`src/rtl/pt_walker_pkg.sv`:
```
package pt_walker_pkg;

  typedef enum logic [2:0] {
    S_IDLE,
    S_READ_L1,
    S_WAIT_L1,
    S_READ_L2,
    S_WAIT_L2,
    S_DONE
  } walk_state_e;

  localparam logic [1:0] LVL_NONE = 2'd0;
  localparam logic [1:0] LVL_ROOT = 2'd1;
  localparam logic [1:0] LVL_LEAF = 2'd2;

endpackage

```
`src/rtl/pt_ent_addr.sv`:
```
// Byte address of one table entry: table base plus index scaled by entry size.
module pt_ent_addr #(
  parameter int ADDR_W = 32,
  parameter int IDX_W  = 10,
  parameter int PTE_W  = 32
) (
  input  logic [ADDR_W-1:0] tbl_base,
  input  logic [IDX_W-1:0]  idx,
  output logic [ADDR_W-1:0] ent_addr
);
  localparam int ENT_BYTES = PTE_W / 8;
  localparam int ENT_SH    = $clog2(ENT_BYTES);

  assign ent_addr = tbl_base + (ADDR_W'(idx) << ENT_SH);
endmodule

```
`src/rtl/pt_pte_decode.sv`:
```
// Splits a table entry into its present flag and the byte base of its frame.
module pt_pte_decode #(
  parameter int PTE_W  = 32,
  parameter int OFF_W  = 12,
  parameter int ADDR_W = 32
) (
  input  logic [PTE_W-1:0]  entry,
  output logic              present,
  output logic [ADDR_W-1:0] frame_base
);
  localparam int FRM_W = PTE_W - OFF_W;

  logic [FRM_W-1:0] frame;
  logic             unused_attr;

  assign present     = entry[0];
  assign frame       = entry[PTE_W-1:OFF_W];
  assign frame_base  = ADDR_W'(frame) << OFF_W;
  assign unused_attr = ^entry[OFF_W-1:1];
endmodule

```
`src/rtl/pt_walker.sv`:
```
module pt_walker
  import pt_walker_pkg::*;
#(
  parameter int ADDR_W = 32,
  parameter int OFF_W  = 12,
  parameter int IDX_W  = 10,
  parameter int PTE_W  = 32
) (
  input  logic                       clk,
  input  logic                       rst,
  input  logic                       req_valid,
  output logic                       req_ready,
  input  logic [2*IDX_W+OFF_W-1:0]   req_vaddr,
  input  logic [ADDR_W-1:0]          req_root,
  output logic                       mem_req_valid,
  input  logic                       mem_req_ready,
  output logic [ADDR_W-1:0]          mem_req_addr,
  input  logic                       mem_rsp_valid,
  input  logic [PTE_W-1:0]           mem_rsp_data,
  output logic                       rsp_valid,
  output logic                       rsp_fault,
  output logic [1:0]                 rsp_level,
  output logic [ADDR_W-1:0]          rsp_paddr
);
  localparam int VA_W  = 2*IDX_W + OFF_W;
  localparam int KEEP_W = IDX_W + OFF_W;

  walk_state_e         state_q;
  logic [KEEP_W-1:0]   va_keep_q;
  logic [ADDR_W-1:0]   addr_q;
  logic                rsp_valid_q;
  logic                rsp_fault_q;
  logic [1:0]          rsp_level_q;
  logic [ADDR_W-1:0]   rsp_paddr_q;

  logic [IDX_W-1:0]    root_idx;
  logic [IDX_W-1:0]    leaf_idx;
  logic [OFF_W-1:0]    page_off;
  logic [ADDR_W-1:0]   root_ent_addr;
  logic [ADDR_W-1:0]   leaf_ent_addr;
  logic                ent_present;
  logic [ADDR_W-1:0]   ent_frame_base;

  assign root_idx = req_vaddr[VA_W-1 -: IDX_W];
  assign leaf_idx = va_keep_q[KEEP_W-1 -: IDX_W];
  assign page_off = va_keep_q[OFF_W-1:0];

  pt_ent_addr #(.ADDR_W(ADDR_W), .IDX_W(IDX_W), .PTE_W(PTE_W)) u_root_addr (
    .tbl_base (req_root),
    .idx      (root_idx),
    .ent_addr (root_ent_addr)
  );

  pt_ent_addr #(.ADDR_W(ADDR_W), .IDX_W(IDX_W), .PTE_W(PTE_W)) u_leaf_addr (
    .tbl_base (ent_frame_base),
    .idx      (leaf_idx),
    .ent_addr (leaf_ent_addr)
  );

  pt_pte_decode #(.PTE_W(PTE_W), .OFF_W(OFF_W), .ADDR_W(ADDR_W)) u_dec (
    .entry      (mem_rsp_data),
    .present    (ent_present),
    .frame_base (ent_frame_base)
  );

  always_ff @(posedge clk) begin
    if (rst) begin
      state_q     <= S_IDLE;
      va_keep_q   <= '0;
      addr_q      <= '0;
      rsp_valid_q <= 1'b0;
      rsp_fault_q <= 1'b0;
      rsp_level_q <= LVL_NONE;
      rsp_paddr_q <= '0;
    end else begin
      rsp_valid_q <= 1'b0;
      case (state_q)
        S_IDLE: begin
          if (req_valid) begin
            va_keep_q <= req_vaddr[KEEP_W-1:0];
            addr_q    <= root_ent_addr;
            state_q   <= S_READ_L1;
          end
        end
        S_READ_L1: begin
          if (mem_req_ready) state_q <= S_WAIT_L1;
        end
        S_WAIT_L1: begin
          if (mem_rsp_valid) begin
            if (ent_present) begin
              addr_q  <= leaf_ent_addr;
              state_q <= S_READ_L2;
            end else begin
              rsp_valid_q <= 1'b1;
              rsp_fault_q <= 1'b1;
              rsp_level_q <= LVL_ROOT;
              rsp_paddr_q <= '0;
              state_q     <= S_DONE;
            end
          end
        end
        S_READ_L2: begin
          if (mem_req_ready) state_q <= S_WAIT_L2;
        end
        S_WAIT_L2: begin
          if (mem_rsp_valid) begin
            rsp_valid_q <= 1'b1;
            if (ent_present) begin
              rsp_fault_q <= 1'b0;
              rsp_level_q <= LVL_NONE;
              rsp_paddr_q <= ent_frame_base | ADDR_W'(page_off);
            end else begin
              rsp_fault_q <= 1'b1;
              rsp_level_q <= LVL_LEAF;
              rsp_paddr_q <= '0;
            end
            state_q <= S_DONE;
          end
        end
        S_DONE:  state_q <= S_IDLE;
        default: state_q <= S_IDLE;
      endcase
    end
  end

  assign req_ready     = (state_q == S_IDLE);
  assign mem_req_valid = (state_q == S_READ_L1) || (state_q == S_READ_L2);
  assign mem_req_addr  = addr_q;
  assign rsp_valid     = rsp_valid_q;
  assign rsp_fault     = rsp_fault_q;
  assign rsp_level     = rsp_level_q;
  assign rsp_paddr     = rsp_paddr_q;

  // a stalled read keeps its request and address
  a_r8_hold_addr: assert property (@(posedge clk) disable iff (rst)
    mem_req_valid && !mem_req_ready |=> mem_req_valid && $stable(mem_req_addr));

  // one read at a time
  a_r8_single_read: assert property (@(posedge clk) disable iff (rst)
    mem_req_valid && mem_req_ready |=> !mem_req_valid);

  // busy after taking a walk
  a_r10_busy_after_accept: assert property (@(posedge clk) disable iff (rst)
    req_valid && req_ready |=> !req_ready);

  // single-cycle result, then idle
  a_r11_pulse: assert property (@(posedge clk) disable iff (rst)
    rsp_valid |=> !rsp_valid && req_ready);

  // level tag agrees with the fault flag
  a_r4_level_tag: assert property (@(posedge clk) disable iff (rst)
    rsp_valid |-> (rsp_fault == (rsp_level != LVL_NONE)) && (rsp_level != 2'd3));

  // no read issued while result is being reported
  a_r5_no_read_in_rsp: assert property (@(posedge clk) disable iff (rst)
    rsp_valid |-> !mem_req_valid);

endmodule

```
`config.mk`:
```
export PLATFORM = sky130hd
export DESIGN_NAME = pt_walker
export DESIGN_NICKNAME = d
export VERILOG_FILES = /design/src/rtl/pt_walker_pkg.sv /design/src/rtl/pt_ent_addr.sv /design/src/rtl/pt_pte_decode.sv /design/src/rtl/pt_walker.sv
export SDC_FILE = /design/constraint.sdc
export NUM_CORES = 1
export LEC_CHECK = 0
export BUFFER_PORTS_ARGS = -buffer_cell sky130_fd_sc_hd__buf_2
export CORE_ASPECT_RATIO = 0.75
export CORE_MARGIN = 10
export CORE_UTILIZATION = 41
export CTS_BUF_LIST = sky130_fd_sc_hd__clkbuf_16
export DETAILED_ROUTE_END_ITERATION = 12
export GPL_ROUTABILITY_DRIVEN = 0
export GPL_TIMING_DRIVEN = 0
export PLACE_DENSITY = 0.72
export SLEW_MARGIN = 20
export SYNTH_ARGS = -nofsm -noshare
export SYNTH_HDL_FRONTEND = slang
export SYNTH_SLANG_ARGS = --single-unit
```
`constraint.sdc`:
```
create_clock -name clk -period 6.95 [get_ports clk]
set_input_delay 0.3475 -clock clk [delete_from_list [all_inputs] [get_ports clk]]
set_output_delay 0.3475 -clock clk [all_outputs]
set_load 0.05 [all_outputs]
```
# Word level (Yosys, flattened, before mapping)
# Index checks and enable logic that the tools add are counted.
# classes
addsub	2
multipliers	0
div	0
n_lt_le_gt_ge	0
n_eq_ne	11
shift	0
n_mux	29
n_bitwise	1
reduce_logical	8
# op_table
operator	count
$mux 32	7
$pmux 32 s2	2
$add 32x12->32	2
$or 32x12->32	1
$mux 3	6
$pmux 3 s5	1
$ne 2x2->1 const B	7
$mux 2	4
$reduce_and 4->1	2
$eq 3x2->1 const B	2
$mux 1	6
$reduce_and 5->1	1
$pmux 1 s2	2
$pmux 2 s2	1
$reduce_bool 2->1	2
$eq 3x1->1 const B	1
$eq 3x3->1 const B	1
$logic_not 3->1	1
$reduce_and 2->1	1
$logic_or 1x1->1	1
# word_totals
register_bits	93
latchBits	0
ramBits	0
rom_bits	0
input_bits	101
output_inout_bits	70
word_cells	58
memories	0

# Depth between registers and ports, before layout
# Gate-level depths: netlist (run 1).
# logic_depth
ltp_word	4
ltp_mapped	8
ltp_nobuf	8

# Hierarchy
# From an unflattened synthesis (run 1), not the netlist that was laid out.
# hier_totals
cells_unflattened	656
area_unflattened_um2	5665.4
# by_module_without_submodules
module	n_inst	cells_each	area_each_um2	seq_area_each_um2
pt_walker	1	380	3654.8	1861.8
pt_ent_addr	2	121	879.6	0.0
pt_pte_decode	1	34	251.5	0.0

# Least setup slack after synthesis (run 1)
# OpenSTA, ideal clock, no wires.
# synth_path
path_kind	register -> register
from	reg state_q[1]
to	reg va_keep_q[10]
setup_ps	132
arrival_time_ps	2440
required_time_ps	6818
setup_slack_ps	4378
stages_incl_launch_ff	7
n_path_buf	2
synth_period_minus_slack_ps	2572
cell_sequence	dfxtp_1 -> clkbuf_1 -> nor3_1 -> nand2_1 -> clkbuf_1 -> nand2_1 -> a21oi_1
# synth_via
elab_chain_cells	2
# synth_rtl
element	line_no	rtl
start: declaration	pt_walker.sv:28	walk_state_e state_q;
start signal: assignment	pt_walker.sv:68	state_q <= S_IDLE;
start signal: assignment	pt_walker.sv:82	state_q <= S_READ_L1;
start signal: assignment	pt_walker.sv:86	if (mem_req_ready) state_q <= S_WAIT_L1;
$logic_not 3->1	--	
named net req_ready	pt_walker.sv:12	output logic req_ready,
$reduce_and 2->1 (no source line)	--	
end signal: assignment	pt_walker.sv:80	va_keep_q <= req_vaddr[KEEP_W-1:0];
end: declaration	pt_walker.sv:29	logic [KEEP_W-1:0] va_keep_q;
# The timed path passes the listed nets, and every way through them passes these cells.
# A chain may end at the register's enable or synchronous reset.

# Worst setup path in the final report (run 1)
# layout_path
from	in req_vaddr[22]
to	reg addr_q[14], in the netlist mem_req_addr[14]
# layout_via
elab_chain_cells	3
# layout_rtl
element	line_no	rtl
start: declaration	pt_walker.sv:13	input logic [2*IDX_W+OFF_W-1:0] req_vaddr,
$add 32x12->32	pt_ent_addr.sv:14	assign ent_addr = tbl_base + (ADDR_W'(idx) << ENT_SH);
$mux 32	pt_walker.sv:79	if (req_valid) begin
$pmux 32 s2	pt_walker.sv:77	case (state_q)
end signal: assignment	pt_walker.sv:81	addr_q <= root_ent_addr;
end signal: assignment	pt_walker.sv:91	addr_q <= leaf_ent_addr;
end: declaration	pt_walker.sv:30	logic [ADDR_W-1:0] addr_q;
# No other way between the ends. The select of a mux whose other input is x is not followed.

==> qor.txt, run 1 <==
Starting Density - 41.9%
Die area - 15,900 um^2
Multi-input logic area - 2530 um^2
Crit path max-delay cell type - a221oi_2
Num CTS Buffers - 9
Main flop type after synthesis - dfxtp_1
Post_cts resized - 0
Vias in the first global route - 4,812
Area grow syn2layout - 28.9%
Slew Viols, Final - 0
Fin. Hold Viols - 0
Worst Path Max Fanout - 10
Overall routing resource usage - 19.5%
Sw frac - 30.6%
Asr flop ratio synth - 0%
Clock network fraction of total power - 39.3%
Reg2reg setup slack - 4.58 ns
Ports - 171
CP Cell Sequence - buf_2, ha_1, fa_1, a21o_1, a221oi_2, a211oi_4, o211ai_1, xor2_1, a2111oi_2
Fill cells - 1,048
Placed Cells - 870
F_max - 398 MHz
Final Critical Period - 2.51 ns
Total negative slack - 0 ns
# diodes - 0
Avg Inst Size Synth - 8.00 um^2
Pin count of the biggest net entering global routing - 16
Nets - 853
Peak supply drop - 0.185 mV
Final setup vio count - 0
Slew headroom - 42.1%
Critical path data arrival time - 2.75 ns
First DRT Iteration DRCs - 587
Crit path capture type - flip-flop
Int Power - 0.00105 W
Buffer depth of the longest clock path - 2
Netlist cell types - 60
1st-pass router iterations - 5
Post-Route Skew - 0.00729 ns
Most frequent cells after synthesis - dfxtp_1 (93), nand2_1 (89), nor2_1 (70), a21oi_1 (50), clkbuf_1 (37)
Later-pin clock latency in the skew report - 0.34 ns
Num Clock Sinks - 93
Final antenna-violating net count - 0
Grt ovf - 0
Largest area contributor in the netlist - dfxtp_1
Pwr Density - 256 nW/um^2
Combinational share of power - 22.2%
RSZ-0062 raised after global routing - false
Synthesized flop and latch total - 93
Final non-filler cell total - 885
Status - complete, no violations
Worst-path clk slew - 0.06 ns
Sw Pwr - 0.000464 W
Period Utilization, post-route - 36.2%
Critical path class - primary input to flip-flop
HP Class - primary input to flip-flop
Yosys top cell area share - 40.6%
Post-synth EDFFs - 0
Slowest stage delay, CP - 0.47 ns
Worst Tran Pin Value - 0.863 ns
Height of the die - 112 um
Share of cells above drive strength 1 - 25.1%
Core area - 10,900 um^2
Synth top area cells - dfxtp_1 (41%), nand2_1 (7.3%), a22oi_1 (5.7%)
Vias - 5,088
Max-cap viol count - 0
Final WL - 16,500 um
Via density - 5.75
Leak - 2.55 nW
Cell family with most CP delay - compound AO/OA/AOI/OAI gates
Syn Nets - 685
Post-CTS Hold Buffers - 0
Global-route wire length before repair - 25,300 um
Sequential share of the synthesized area - 40.6%
Initial antenna violation count - 0
Ys Warns - 0
Worst endpoint required time - 7.18 ns
TritonCTS clock tree - built
Die width - 142 um
Reg area - 1860 um^2
Post-CTS Setup Repair Bufs - 0
Share of power burned in registers - 38.5%
Rows - 33
Synthesized area - 4580 um^2
# DRC - 0
Clk root buf - clkbuf_16
Final HPWL DP - 13,100 um
Most frequent cell after synthesis - dfxtp_1
WP buf/inv - 1
Number of cells produced by synthesis - 573
Drt wl/cell - 18.7 um
H-tree depth - 3
IO buf count - 157
Crit start category - primary input
-- through the flow --
step	setup WS (ns)	instance area (um^2)	hold WS [ns]	power (W)	util, %
after floorplan	4.38	4580	0.436	0.000816	-
after global placement	4.20	5540	0.434	0.000919	50.7
after detailed placement	4.12	5540	0.446	0.000926	50.7
after CTS	4.46	5910	0.234	0.00152	54.0
after global routing	4.36	5910	0.239	0.00158	54.0
final	4.44	5910	0.239	0.00151	54.0
-- worst min-delay path: stages --
cell	delay [ns]
buf_2	0.09
nand2_1	0.04
a21oi_1	0.05
-- registers in the layout, summed over array words and instances, names as in the netlist --
register,flops
rsp_level,2
rsp_paddr,32
mem_req_addr,32
va_keep_q,22
rsp_valid,1
state_q,3
rsp_fault,1
-- cell usage in the layout, fill, tap and decap left out, drive strengths merged, types with 3 or more instances in the layout --
cell       n
xnor2      6
a21o       5
nor3      14
bufinv     4
mux2i      3
a21oi     50
ha        10
a311oi     4
xor2      11
nand4      7
nor2b      3
and2       3
nand3     17
o21ai     26
clkbuf    46
dfxtp     93
a31oi      6
buf      164
a22oi     35
nand2     89
o211ai     7
nand2b     4
a221oi     6
inv        5
and3       5
o2111ai    5
a211oi     7
o22ai      3
a32oi      3
nor2      70
-- worst paths after layout --
kind,to,depth (start not counted),from
setup / recovery,mem_req_addr[14]$_SDFFE_PP0P_,9,req_vaddr[22]
hold / removal,va_keep_q[13]$_SDFFE_PP0P_,3,req_vaddr[13]
setup reg to reg,mem_req_addr[7]$_SDFFE_PP0P_,7,state_q[2]$_SDFFE_PP0P_
hold reg to reg,va_keep_q[0]$_SDFFE_PP0P_,2,va_keep_q[0]$_SDFFE_PP0P_
-- layer usage --
layer	track usage, %	share of wire (%)	up-vias
met1	26.2	44	2394
met5	0	0	-
li1	-	-	2404
met3	7.22	12	24
met2	28.6	43	266
met4	5.30	1.5	0
-- cell type report --
class	instances	area share, %
multi-input combinational	431	42.8
sequential	93	31.5
timing repair buffer	157	13.3
clock buffer	9	3.81
tap	140	2.97
buffer	44	2.92
clock inverter	6	2.31
inverter	5	0.318
-- kinds of logic after synthesis --
group | count (synthesis) | share of synthesized area, %
AOI/OAI and AO/OA | 175 | 26.2
xor gates and xnor gates | 17 | 3.25
adders and majority gates | 11 | 3.17
buffers and inverters | 49 | 4.18
DFF | 93 | 40.6
muxes | 5 | 1.15
and+or+nand+nor | 223 | 21.4
-- power by group through the flow --
stage	sequential, W	clock, W	combinational, W
floorplan	0.000661	0	0.000155
finish	0.000583	0.000596	0.000336
CTS	0.000582	0.000603	0.000333
detailed placement	0.000594	0	0.000332
global placement	0.000593	0	0.000326
global route	0.000586	0.000628	0.000362
No activity file was read; power rests on OpenSTA's default activity.
==> run 2, diff against run 1 <==
--- a/config.mk
+++ b/config.mk
@@ -13,7 +13,7 @@
 export DETAILED_ROUTE_END_ITERATION = 12
 export GPL_ROUTABILITY_DRIVEN = 0
 export GPL_TIMING_DRIVEN = 0
-export PLACE_DENSITY = 0.72
+export PLACE_DENSITY = 0.75
 export SLEW_MARGIN = 20
 export SYNTH_ARGS = -nofsm -noshare
 export SYNTH_HDL_FRONTEND = slang
==> constraint.sdc (replaced) <==
create_clock -name clk -period 2.07 [get_ports clk]
set_input_delay 0.1035 -clock clk [delete_from_list [all_inputs] [get_ports clk]]
set_output_delay 0.1035 -clock clk [all_outputs]
set_load 0.05 [all_outputs]
==> qor.txt, run 2 (synthesized netlist as in run 1, its figures left out) <==
Final Critical Period - 1.96 ns
RSZ-0062 raised after global routing - false (unchanged)
Overall routing resource usage - 19.9% (was 19.5%)
Peak supply drop - 0.487 mV (was 0.185 mV)
1st-pass router iterations - 6 (was 5)
Crit path capture type - flip-flop (unchanged)
Die area - 15,900 um^2 (unchanged)
Rows - 33 (unchanged)
Worst Path Max Fanout - 10 (unchanged)
Worst-path clk slew - 0.06 ns (about the same)
Fin. Hold Viols - 0 (unchanged)
Hold WS - 0.0125 ns (was 0.239 ns)
Slew Viols, Final - 0 (unchanged)
Num Clock Sinks - 93 (unchanged)
Clock network fraction of total power - 31.6% (was 39.3%)
Final antenna-violating net count - 0 (unchanged)
H-tree depth - 3 (unchanged)
Slew headroom - 56.9% (was 42.1%)
Final WL - 16,900 um (was 16,500 um)
First DRT Iteration DRCs - 517 (was 587)
Final setup vio count - 0 (unchanged)
Later-pin clock latency in the skew report - 0.33 ns (was 0.34 ns)
Via density - 5.75 (about the same)
Period Utilization, post-route - 94.7%
Core area - 10,900 um^2 (unchanged)
Pin count of the biggest net entering global routing - 14 (was 16)
Area after DPL - 5570 um^2 (was 5540 um^2)
F_max - 510 MHz
HP Class - primary input to flip-flop (unchanged)
Commonest non-fill, non-tap cell in the layout - buf_2 (unchanged)
Ports - 171 (unchanged)
Buffer depth of the longest clock path - 2 (unchanged)
Global-route wire length before repair - 25,700 um (was 25,300 um)
Initial antenna violation count - 0 (unchanged)
Clk root buf - clkbuf_16 (unchanged)
Leak - 2.56 nW (was 2.55 nW)
Most frequent cells in the layout - buf_2 (163), dfxtp_1 (93), nand2_1 (89), nor2_1 (69), a21oi_1 (50) (was buf_2 (163), dfxtp_1 (93), nand2_1 (89), nor2_1 (70), a21oi_1 (50))
Worst endpoint required time - 2.26 ns (was 7.18 ns)
Status - complete, no violations (unchanged)
Sw frac - 33.5% (was 30.6%)
Sw Pwr - 0.00153 W (was 0.000464 W)
Int Power - 0.00303 W (was 0.00105 W)
Final Instance Area - 5860 um^2 (was 5910 um^2)
Reg area - 1860 um^2 (unchanged)
Vias in the first global route - 4,804 (was 4,812)
Final worst slack - 0.109 ns (was 4.44 ns)
Vias - 5,087 (was 5,088)
Post-Route Skew - 0.00711 ns (was 0.00729 ns)
Post-layout util - 53.5% (was 54.0%)
TritonCTS clock tree - built (unchanged)
Combinational share of power - 25.2% (was 22.2%)
Num CTS Buffers - 9 (unchanged)
Starting Density - 41.9% (unchanged)
Critical path data arrival time - 2.15 ns (was 2.75 ns)
Post-CTS Hold Buffers - 0 (unchanged)
Max-cap viol count - 0 (unchanged)
Share of cells above drive strength 1 - 27.8% (was 25.1%)
Setup WS pre-CTS - -0.281 ns (was 4.12 ns)
Height of the die - 112 um (unchanged)
Area grow syn2layout - 27.8% (was 28.9%)
Total negative slack - 0 ns (unchanged)
IO buf count - 157 (unchanged)
Grt ovf - 0 (unchanged)
Crit start category - primary input (unchanged)
# diodes - 0 (unchanged)
Share of power burned in registers - 43.2% (was 38.5%)
Worst Tran Pin Value - 0.644 ns (was 0.863 ns)
Drt wl/cell - 19.1 um (was 18.7 um)
Final HPWL DP - 13,400 um (was 13,100 um)
Fill cells - 1,029 (was 1,048)
# DRC - 0 (unchanged)
Pwr Density - 778 nW/um^2 (was 256 nW/um^2)
Nets - 853 (unchanged)
Critical path class - primary input to flip-flop (unchanged)
Multi-input logic area - 2570 um^2 (was 2530 um^2)
Die width - 142 um (unchanged)
## run 2: cell types whose count changed in the layout (fill, tap and decap cells not counted), sizes merged
cell / before / now
bufinv: 4 / 0
buf: 164 / 166
clkbuf: 46 / 44
clkinv: 1 / 3
inv: 5 / 7
clkinvlp: 1 / 0
## run 2: worst paths after layout
| kind | from | endpoint | slack, ns | cells after the start |
|---|---|---|---|---|
| worst max-delay path | req_vaddr[22] | mem_req_addr[26]$_SDFFE_PP0P_ | 0.11 | 9 |
| worst min-delay path | req_vaddr[3] | va_keep_q[3]$_SDFFE_PP0P_ | 0.01 | 3 |
| worst max register to register | state_q[2]$_SDFFE_PP0P_ | rsp_paddr[25]$_SDFFE_PP0P_ | 0.14 | 7 |
| worst min register to register | mem_req_addr[21]$_SDFFE_PP0P_ | mem_req_addr[21]$_SDFFE_PP0P_ | 0.46 | 2 |
## run 2: worst max-delay path, stage by stage
cell and delay (ns):
buf_2 0.10, ha_2 0.19, fa_2 0.38, a21o_1 0.21, a221oi_4 0.33, a211oi_4 0.17
o2111ai_1 0.25, xor2_1 0.29, a221oi_1 0.12
## run 2: final cells by class
type,count,share of cell area (%)
clock buffer,9,3.85
tap,140,2.99
clock inverter,5,0.385
buffer,42,3.16
timing repair buffer,159,13.7
sequential,93,31.8
multi-input combinational,431,43.8
inverter,5,0.320
## run 2: layer usage
metal / vias up / global-route usage [%] / wire [um]
met4: 0 / 4.49 / 209
li1: 2406 / - / -
met5: - / 0 / 0
met1: 2395 / 27.1 / 7220
met2: 266 / 29.1 / 7400
met3: 20 / 7.22 / 2050
## run 2: power by group through the flow
stage | clock network [W] | logic [W] | registers (W)
after floorplan | 0 | 0.000528 | 0.00222
after global placement | 0 | 0.00110 | 0.00200
after detailed placement | 0 | 0.00112 | 0.00200
after CTS | 0.00145 | 0.00113 | 0.00196
after global routing | 0.00155 | 0.00124 | 0.00198
final | 0.00144 | 0.00115 | 0.00197
## run 2: metrics by stage
step	cells	total power (W)
final	884	0.00456
after global placement	870	0.00309
after detailed placement	870	0.00312
after floorplan	573	0.00275
after CTS	884	0.00455
after global routing	884	0.00477
## run 2: repair_timing
item                                    CTS  global route
pin swaps                                 0             1
resized for setup                        11            16
setup buffers                             0             2
endpoints found under the setup margin   48            68
